--- config.mk ---
export PLATFORM = sky130hd
export DESIGN_NAME = dp_alu
export DESIGN_NICKNAME = d
export VERILOG_FILES = /design/src/rtl/alu_pkg.sv /design/src/rtl/alu_logic_unit.sv /design/src/rtl/alu_arith_unit.sv /design/src/rtl/alu_flag_unit.sv /design/src/rtl/dp_alu.sv
export SDC_FILE = /design/constraint.sdc
export NUM_CORES = 1
export LEC_CHECK = 0
export BUFFER_PORTS_ARGS = -buffer_cell sky130_fd_sc_hd__buf_2
export CAP_MARGIN = 30
export CORE_MARGIN = 8
export CORE_UTILIZATION = 50
export DETAILED_ROUTE_END_ITERATION = 7
export PLACE_DENSITY = 0.74
export REMOVE_ABC_BUFFERS = 1
export SYNTH_ARGS = -nofsm -noshare
export SYNTH_HDL_FRONTEND = slang
export SYNTH_SLANG_ARGS = --single-unit
--- constraint.sdc ---
create_clock -name vclk -period 11.4
set_clock_uncertainty 0.05 [all_clocks]
set_input_delay 2.28 -clock vclk [all_inputs]
set_output_delay 2.28 -clock vclk [all_outputs]
set_load 0.01 [all_outputs]
--- src/rtl/alu_pkg.sv ---
package alu_pkg;
  localparam int OP_W = 4;

  typedef enum logic [OP_W-1:0] {
    OP_AND = 4'd0,
    OP_BIC = 4'd1,
    OP_ORR = 4'd2,
    OP_MOV = 4'd3,
    OP_MVN = 4'd4,
    OP_ADD = 4'd5,
    OP_ADC = 4'd6,
    OP_SUB = 4'd7,
    OP_SBC = 4'd8,
    OP_RSB = 4'd9,
    OP_RSC = 4'd10,
    OP_TST = 4'd11,
    OP_CMP = 4'd12
  } alu_op_e;

  typedef struct packed {
    logic valid;
    logic arith;
    logic flag_only;
  } alu_dec_t;
endpackage

--- src/rtl/alu_logic_unit.sv ---
module alu_logic_unit
  import alu_pkg::*;
#(
  parameter int DATA_W = 32
) (
  input  logic [OP_W-1:0]   op_i,
  input  logic [DATA_W-1:0] opa_i,
  input  logic [DATA_W-1:0] opb_i,
  output logic [DATA_W-1:0] res_o
);
  always_comb begin
    unique case (op_i)
      OP_AND, OP_TST: res_o = opa_i & opb_i;
      OP_BIC:         res_o = opa_i & ~opb_i;
      OP_ORR:         res_o = opa_i | opb_i;
      OP_MOV:         res_o = opb_i;
      OP_MVN:         res_o = ~opb_i;
      default:        res_o = '0;
    endcase
  end
endmodule

--- src/rtl/alu_arith_unit.sv ---
module alu_arith_unit
  import alu_pkg::*;
#(
  parameter int DATA_W = 32
) (
  input  logic [OP_W-1:0]   op_i,
  input  logic [DATA_W-1:0] opa_i,
  input  logic [DATA_W-1:0] opb_i,
  input  logic              c_i,
  output logic [DATA_W-1:0] res_o,
  output logic              c_o,
  output logic              v_o
);
  localparam int MSB = DATA_W - 1;

  logic              swap, invert, cin;
  logic [DATA_W-1:0] x, y;
  logic [DATA_W:0]   sum;

  always_comb begin
    swap   = 1'b0;
    invert = 1'b0;
    cin    = 1'b0;
    unique case (op_i)
      OP_ADD:         ;
      OP_ADC:         cin = c_i;
      OP_SUB, OP_CMP: begin invert = 1'b1; cin = 1'b1; end
      OP_SBC:         begin invert = 1'b1; cin = c_i;  end
      OP_RSB:         begin swap = 1'b1; invert = 1'b1; cin = 1'b1; end
      OP_RSC:         begin swap = 1'b1; invert = 1'b1; cin = c_i;  end
      default:        ;
    endcase
  end

  // subtraction as x + ~y + cin: carry out is the inverted borrow
  assign x   = swap ? opb_i : opa_i;
  assign y   = invert ? ~(swap ? opa_i : opb_i) : (swap ? opa_i : opb_i);
  assign sum = {1'b0, x} + {1'b0, y} + {{DATA_W{1'b0}}, cin};

  assign res_o = sum[MSB:0];
  assign c_o   = sum[DATA_W];
  assign v_o   = (x[MSB] == y[MSB]) && (sum[MSB] != x[MSB]);
endmodule

--- src/rtl/alu_flag_unit.sv ---
module alu_flag_unit #(
  parameter int DATA_W = 32
) (
  input  logic              upd_i,
  input  logic              arith_i,
  input  logic [DATA_W-1:0] res_i,
  input  logic              ac_i,
  input  logic              av_i,
  input  logic              n_i,
  input  logic              z_i,
  input  logic              c_i,
  input  logic              v_i,
  output logic              n_o,
  output logic              z_o,
  output logic              c_o,
  output logic              v_o
);
  always_comb begin
    n_o = n_i;
    z_o = z_i;
    c_o = c_i;
    v_o = v_i;
    if (upd_i) begin
      n_o = res_i[DATA_W-1];
      z_o = (res_i == '0);
      if (arith_i) begin
        c_o = ac_i;
        v_o = av_i;
      end
    end
  end
endmodule

--- src/rtl/dp_alu.sv ---
module dp_alu
  import alu_pkg::*;
#(
  parameter int DATA_W = 32
) (
  input  logic [OP_W-1:0]   op_i,
  input  logic [DATA_W-1:0] opa_i,
  input  logic [DATA_W-1:0] opb_i,
  input  logic              n_i,
  input  logic              z_i,
  input  logic              c_i,
  input  logic              v_i,
  input  logic              set_flags_i,
  output logic [DATA_W-1:0] res_o,
  output logic              res_we_o,
  output logic              n_o,
  output logic              z_o,
  output logic              c_o,
  output logic              v_o
);
  alu_dec_t          dec;
  logic [DATA_W-1:0] logic_res, arith_res;
  logic              arith_c, arith_v, upd;

  always_comb begin
    dec = '0;
    unique case (op_i)
      OP_AND, OP_BIC, OP_ORR, OP_MOV, OP_MVN:
        dec.valid = 1'b1;
      OP_ADD, OP_ADC, OP_SUB, OP_SBC, OP_RSB, OP_RSC:
        dec = '{valid: 1'b1, arith: 1'b1, flag_only: 1'b0};
      OP_TST:
        dec = '{valid: 1'b1, arith: 1'b0, flag_only: 1'b1};
      OP_CMP:
        dec = '{valid: 1'b1, arith: 1'b1, flag_only: 1'b1};
      default: dec = '0;
    endcase
  end

  alu_logic_unit #(.DATA_W(DATA_W)) u_logic (
    .op_i  (op_i),
    .opa_i (opa_i),
    .opb_i (opb_i),
    .res_o (logic_res)
  );

  alu_arith_unit #(.DATA_W(DATA_W)) u_arith (
    .op_i  (op_i),
    .opa_i (opa_i),
    .opb_i (opb_i),
    .c_i   (c_i),
    .res_o (arith_res),
    .c_o   (arith_c),
    .v_o   (arith_v)
  );

  assign res_o    = dec.arith ? arith_res : logic_res;
  assign res_we_o = dec.valid & ~dec.flag_only;
  assign upd      = dec.flag_only | (dec.valid & set_flags_i);

  alu_flag_unit #(.DATA_W(DATA_W)) u_flags (
    .upd_i   (upd),
    .arith_i (dec.arith),
    .res_i   (res_o),
    .ac_i    (arith_c),
    .av_i    (arith_v),
    .n_i     (n_i),
    .z_i     (z_i),
    .c_i     (c_i),
    .v_i     (v_i),
    .n_o     (n_o),
    .z_o     (z_o),
    .c_o     (c_o),
    .v_o     (v_o)
  );
endmodule

==> out/qor.txt, run 1 <==
Status: finished clean
Die area: 13600 um^2
Cells after Synth: 704
Fraction of layout cells with a size suffix above 1: 0.238
Starting Density: 0.516
Vias post-DR: 6057
Pwr/cell area: 87.5 nW/um^2
Min Clock Period, post-route: 9650 ps
Setup WS pre-CTS: 1790 ps
Vias in the first global route: 5821
DRT Pass-1 Iters: 5
CP max stage delay: 660 ps
Hold Worst Slack: 4830 ps
HPWL after DPL: 13.3 mm
Worst setup EP type: output port
Fin. max-slew vios: 0
# setup viols final: 0
Core ar.: 9820 um^2
Most frequent cell after synthesis: a21oi_1
Sw Ratio: 0.603
Postcts setup bufs: 0
Die height: 117 um
Syn avg cell area: 7.20 um^2
Number of antenna-violating nets in the routed design: 0
Seq/Total Area, Yosys: 0
FF/Latch Area: 0 um^2
Rows: 36
CP max-delay cell: o21ai_4
Cell Area, Synth: 5070 um^2
Total gr overflow: 0
Post-Route WL: 18.3 mm
ANT cells: 0
Port-buffer cells: 110
Area growth syn-to-layout: 10.2%
Tightest Pin Transition: 930 ps
Required @ worst endpoint: 9070 ps
Final Worst Setup Slack: 1750 ps
# fillers: 1020
Antenna violations before repair: 0
Maxcap violations: 0
Largest net degree at the start of global routing: 65
Slew HR: 0.378
Combinational group share of total power: 1.000
Period utilization: 0.846
Drt via density: 6.72
Die W: 117 um
Post-Layout Cell Count: 901
GPL Wtd Cong: 0.977
Crit path kind: in2out
RSZ-0062 raised after global routing: no
LEAKAGE: 2.27 nW
Initial DRC Count: 462
Cell taking the most area after synthesis: mux2i_1
Ranking of synthesized cells by area: mux2i_1 (13%), ha_1 (7.6%), a21oi_1 (7.5%)
Post-synth top area share: 0.134
Switching power: 295 uW
Tot GR Track Use: 0.256
DRC Markers: 0
Final net count: 876
Fin. Hold Viols: 0
CTS Hold Bufs: 0
Placed insts: 901
Synth cell count leaders: a21oi_1 (76), mux2i_1 (68), nand2_1 (55)
CLK BUF: 0
Critical-path cell list: buf_2, nand3_1, o21ai_4, buf_4, xnor2_1, ha_1, a21oi_1, o211ai_2, a211oi_1, o211ai_1, xnor2_1, o21ai_0, nand4bb_1, a2111oi_2, nand4_1, o21ai_1, buf_2
Power share of the sequential group: 0
Peak supply drop: 0.0406 mV
I/O pins: 110
Hold WC Path Type: in2out
CP startpoint kind: input port
Cell variety after synth: 81
Clk network pwr share: 0
Max FO, Critical Path: 31
Yosys warns: 0
Worst path arrival time: 7320 ps
P_int: 194 uW
Fmax: 0.104 GHz
Post-cts gate resize count: 0
First-pass GRT wire length: 29.0 mm
WL per Instance: 20.3 um
Num sequential: 0
==> critical path, delay by kind of cell <==
kind            cells  cell delay, ps
buf+inv             3            1100
simple gates        3             650
fa+ha+maj           1             370
compound gates      8            2570
xor+xnor            2             310
==> path summary, 6_finish.rpt <==
kind / depth (start not counted) / to / from / slack, ps
setup / recovery: 17 / z_o / op_i[0] / 1750
hold / removal: 4 / v_o / v_i / 4830
==> cell type report <==
type / count / area (um^2) / area share
Multi-Input combinational cell: 631 / 4720 / 0.844
Timing Repair Buffer: 121 / 646 / 0.115
Tap cell: 133 / 166 / 0.0298
Inverter: 16 / 60.1 / 0.0107
==> power groups by stage <==
stage	combinational [mW]	sequential [mW]	clock, mW
after floorplan	0.335	0	0
after detailed placement	0.479	0	0
final	0.489	0	0
after global routing	0.532	0	0
after CTS	0.482	0	0
after global placement	0.473	0	0
==> logic make-up (layout without fill, tap and decap cells) <==
kind of cell / count (synthesis) / after routing / share of synthesized area
AOI/OAI and AO/OA: 274 / 274 / 0.373
muxes: 99 / 99 / 0.203
xor gates and xnor gates: 52 / 52 / 0.0898
adders and majority gates: 33 / 33 / 0.0844
buffers and inverters: 73 / 137 / 0.0740
and+or+nand+nor: 173 / 173 / 0.176
==> metrics by stage <==
| stage | setup TNS, ps | cell area (um^2) | total power, mW | util |
|---|---|---|---|---|
| 6_report | 0 | 5590 | 0.489 | 0.569 |
| 5_1_grt | 0 | 5590 | 0.532 | 0.569 |
| 4_1_cts | 0 | 5590 | 0.482 | 0.569 |
| 3_5_place_dp | 0 | 5590 | 0.479 | 0.569 |
| 3_3_place_gp | 0 | 5590 | 0.473 | 0.569 |
| 2_1_floorplan | -8250 | 4760 | 0.335 | - |
==> layout by cell type, fill, tap and decap left out, types with 4 or more instances in the layout <==
| master | n |
|---|---|
| a21oi_2 | 4 |
| buf_2 | 110 |
| o31ai_1 | 14 |
| o22ai_1 | 13 |
| and3_1 | 5 |
| mux2_2 | 31 |
| buf_4 | 10 |
| nor3b_1 | 4 |
| o22a_1 | 6 |
| xor2_1 | 13 |
| a2bb2oi_1 | 19 |
| o221ai_1 | 6 |
| a21oi_1 | 75 |
| a32oi_1 | 10 |
| xnor2_1 | 39 |
| a21o_1 | 12 |
| nand2b_1 | 4 |
| nand3_1 | 31 |
| nor2_1 | 24 |
| nor4_1 | 7 |
| nor2b_1 | 4 |
| o2bb2ai_1 | 6 |
| nor3_1 | 8 |
| o21bai_1 | 4 |
| a211oi_1 | 8 |
| ha_1 | 31 |
| inv_1 | 14 |
| o21ai_0 | 45 |
| o21ai_1 | 4 |
| mux2i_1 | 68 |
| nand4_1 | 10 |
| nand2_1 | 55 |
| o211ai_1 | 9 |
==> metal layers <==
metal,global-route usage,up-vias,part of all wire
li1,-,2871,-
met1,0.326,2869,0.43
met2,0.453,285,0.48
met3,0.0145,32,0.073
met4,0.0717,0,0.020
met5,0,-,0
Power figures use the tool's default switching activity.
==> inputs of run 2 (changes only) <==
--- a/config.mk
+++ b/config.mk
@@ -10,7 +10,7 @@
 export CORE_MARGIN = 8
 export CORE_UTILIZATION = 50
 export DETAILED_ROUTE_END_ITERATION = 7
-export PLACE_DENSITY = 0.74
+export PLACE_DENSITY = 0.77
 export REMOVE_ABC_BUFFERS = 1
 export SYNTH_ARGS = -nofsm -noshare
 export SYNTH_HDL_FRONTEND = slang
==> constraint.sdc (replaced) <==
create_clock -name vclk -period 7.92
set_clock_uncertainty 0.05 [all_clocks]
set_input_delay 1.584 -clock vclk [all_inputs]
set_output_delay 1.584 -clock vclk [all_outputs]
set_load 0.01 [all_outputs]
==> out/qor.txt, run 2 (synthesis results as in run 1) <==
Num sequential: 0
LEAKAGE: 2.32 nW
Worst path arrival time: 5930 ps
Hold WC Path Type: in2out
Post-Route WL: 18.8 mm
Peak supply drop: 0.0640 mV
Tightest Pin Transition: 985 ps
Slew HR: 0.341
CLK BUF: 0
Crit path kind: in2out
Fraction of layout cells with a size suffix above 1: 0.248
Min Clock Period, post-route: 7560 ps
Vias post-DR: 6173
Grt met2 use: 0.466
RSZ-0062 raised after global routing: no
Critical-path cell list: buf_2, nand2b_1, a21oi_4, buf_4, mux2i_1, xnor2_1, ha_1, a21oi_1, o211ai_2, a211o_1, a21oi_2, xor2_1, o21ai_1, or4_1, nor4_2, nand4_1, o21ai_1, buf_2
DRT Pass-1 Iters: 5
Fmax: 0.132 GHz
FF/Latch Area: 0 um^2
CP max-delay cell: or4_1
Post-layout util: 0.576
Required @ worst endpoint: 6290 ps
HPWL after DPL: 14.2 mm
Port-buffer cells: 110
Die height: 117 um
Vias in the first global route: 5958
Setup Total Neg Slack: 0 ps
Max FO, Critical Path: 26
Maxcap violations: 0
Postcts setup bufs: 0
Period utilization: 0.955
Drt via density: 6.78
Fin. max-slew vios: 0
Antenna violations before repair: 0
Rows: 36
GPL Wtd Cong: 0.992
First-pass GRT wire length: 30.0 mm
Worst setup EP type: output port
M1 GR Usage: 0.355
DRC Markers: 0
Core ar.: 9820 um^2
CP max stage delay: 610 ps
Area growth syn-to-layout: 11.5%
Tot GR Track Use: 0.268
Die W: 117 um
I/O pins: 110
Die area: 13600 um^2
Pwr/cell area: 127 nW/um^2
# setup viols final: 0
Starting Density: 0.516
Met3 Use GR: 0.0129
Commonest non-fill, non-tap cell in the layout: buf_2
Status: finished clean
ANT cells: 0
Largest net degree at the start of global routing: 35
Total gr overflow: 0
CP startpoint kind: input port
Initial DRC Count: 577
Number of antenna-violating nets in the routed design: 0
WL per Instance: 20.7 um
Fin. Hold Viols: 0
Final net count: 885
Gr busiest metal: met2
Most frequent cells in the layout: buf_2 (110), a21oi_1 (75), mux2i_1 (68)
run 2: changes by cell type in the layout (fill, tap and decap cells not counted), sizes merged:
cell | previous run | this run
buf | 121 | 130
run 2: layout make-up:
type	count	area [um^2]
Timing Repair Buffer	130	704
Inverter	16	60.1
Fill cell	1003	4170
Multi-Input combinational cell	631	4720
Tap cell	133	166
run 2: report_power, final:
group          switching [mW]  internal [mW]  total (mW)
logic                   0.432          0.285       0.716
registers                   0              0           0
clock network               0              0           0
run 2: critical path, delay by kind of cell:
kind	cells	cell delay, ps
mux	1	290
compound gates	7	1460
buf+inv	3	730
simple gates	4	1220
fa+ha+maj	1	360
xor+xnor	2	260
run 2: per-layer routing:
metal  wire length, um  vias up  share of wire
met3              1240       25          0.066
met2              9090      276           0.48
met4               227        0          0.012
li1                  -     2879              -
met5                 0        -              0
met1              8280     2993           0.44
run 2: final timing paths:
path / startpoint / to / slack (ps) / depth (start not counted)
min: v_i / v_o / 3430 / 4
max: op_i[1] / z_o / 360 / 18
run 2: stage by stage:
stage          worst slack (ps)  power (mW)  hold slack (ps)  instances  instance area (um^2)
6_report                    360       0.716             3430        910                  5650
5_1_grt                    29.5       0.776             3460        910                  5650
4_1_cts                     279       0.704             3440        910                  5650
3_5_place_dp                288       0.701             3430        910                  5650
3_3_place_gp                419       0.690             3410        910                  5650
2_1_floorplan             -3150       0.482             3180        647                  4760
run 2: repair_timing:
action / in CTS / in global routing
hold buffers: 0 / 0
resized for setup: 0 / 2
setup endpoints to repair: 0 / 1
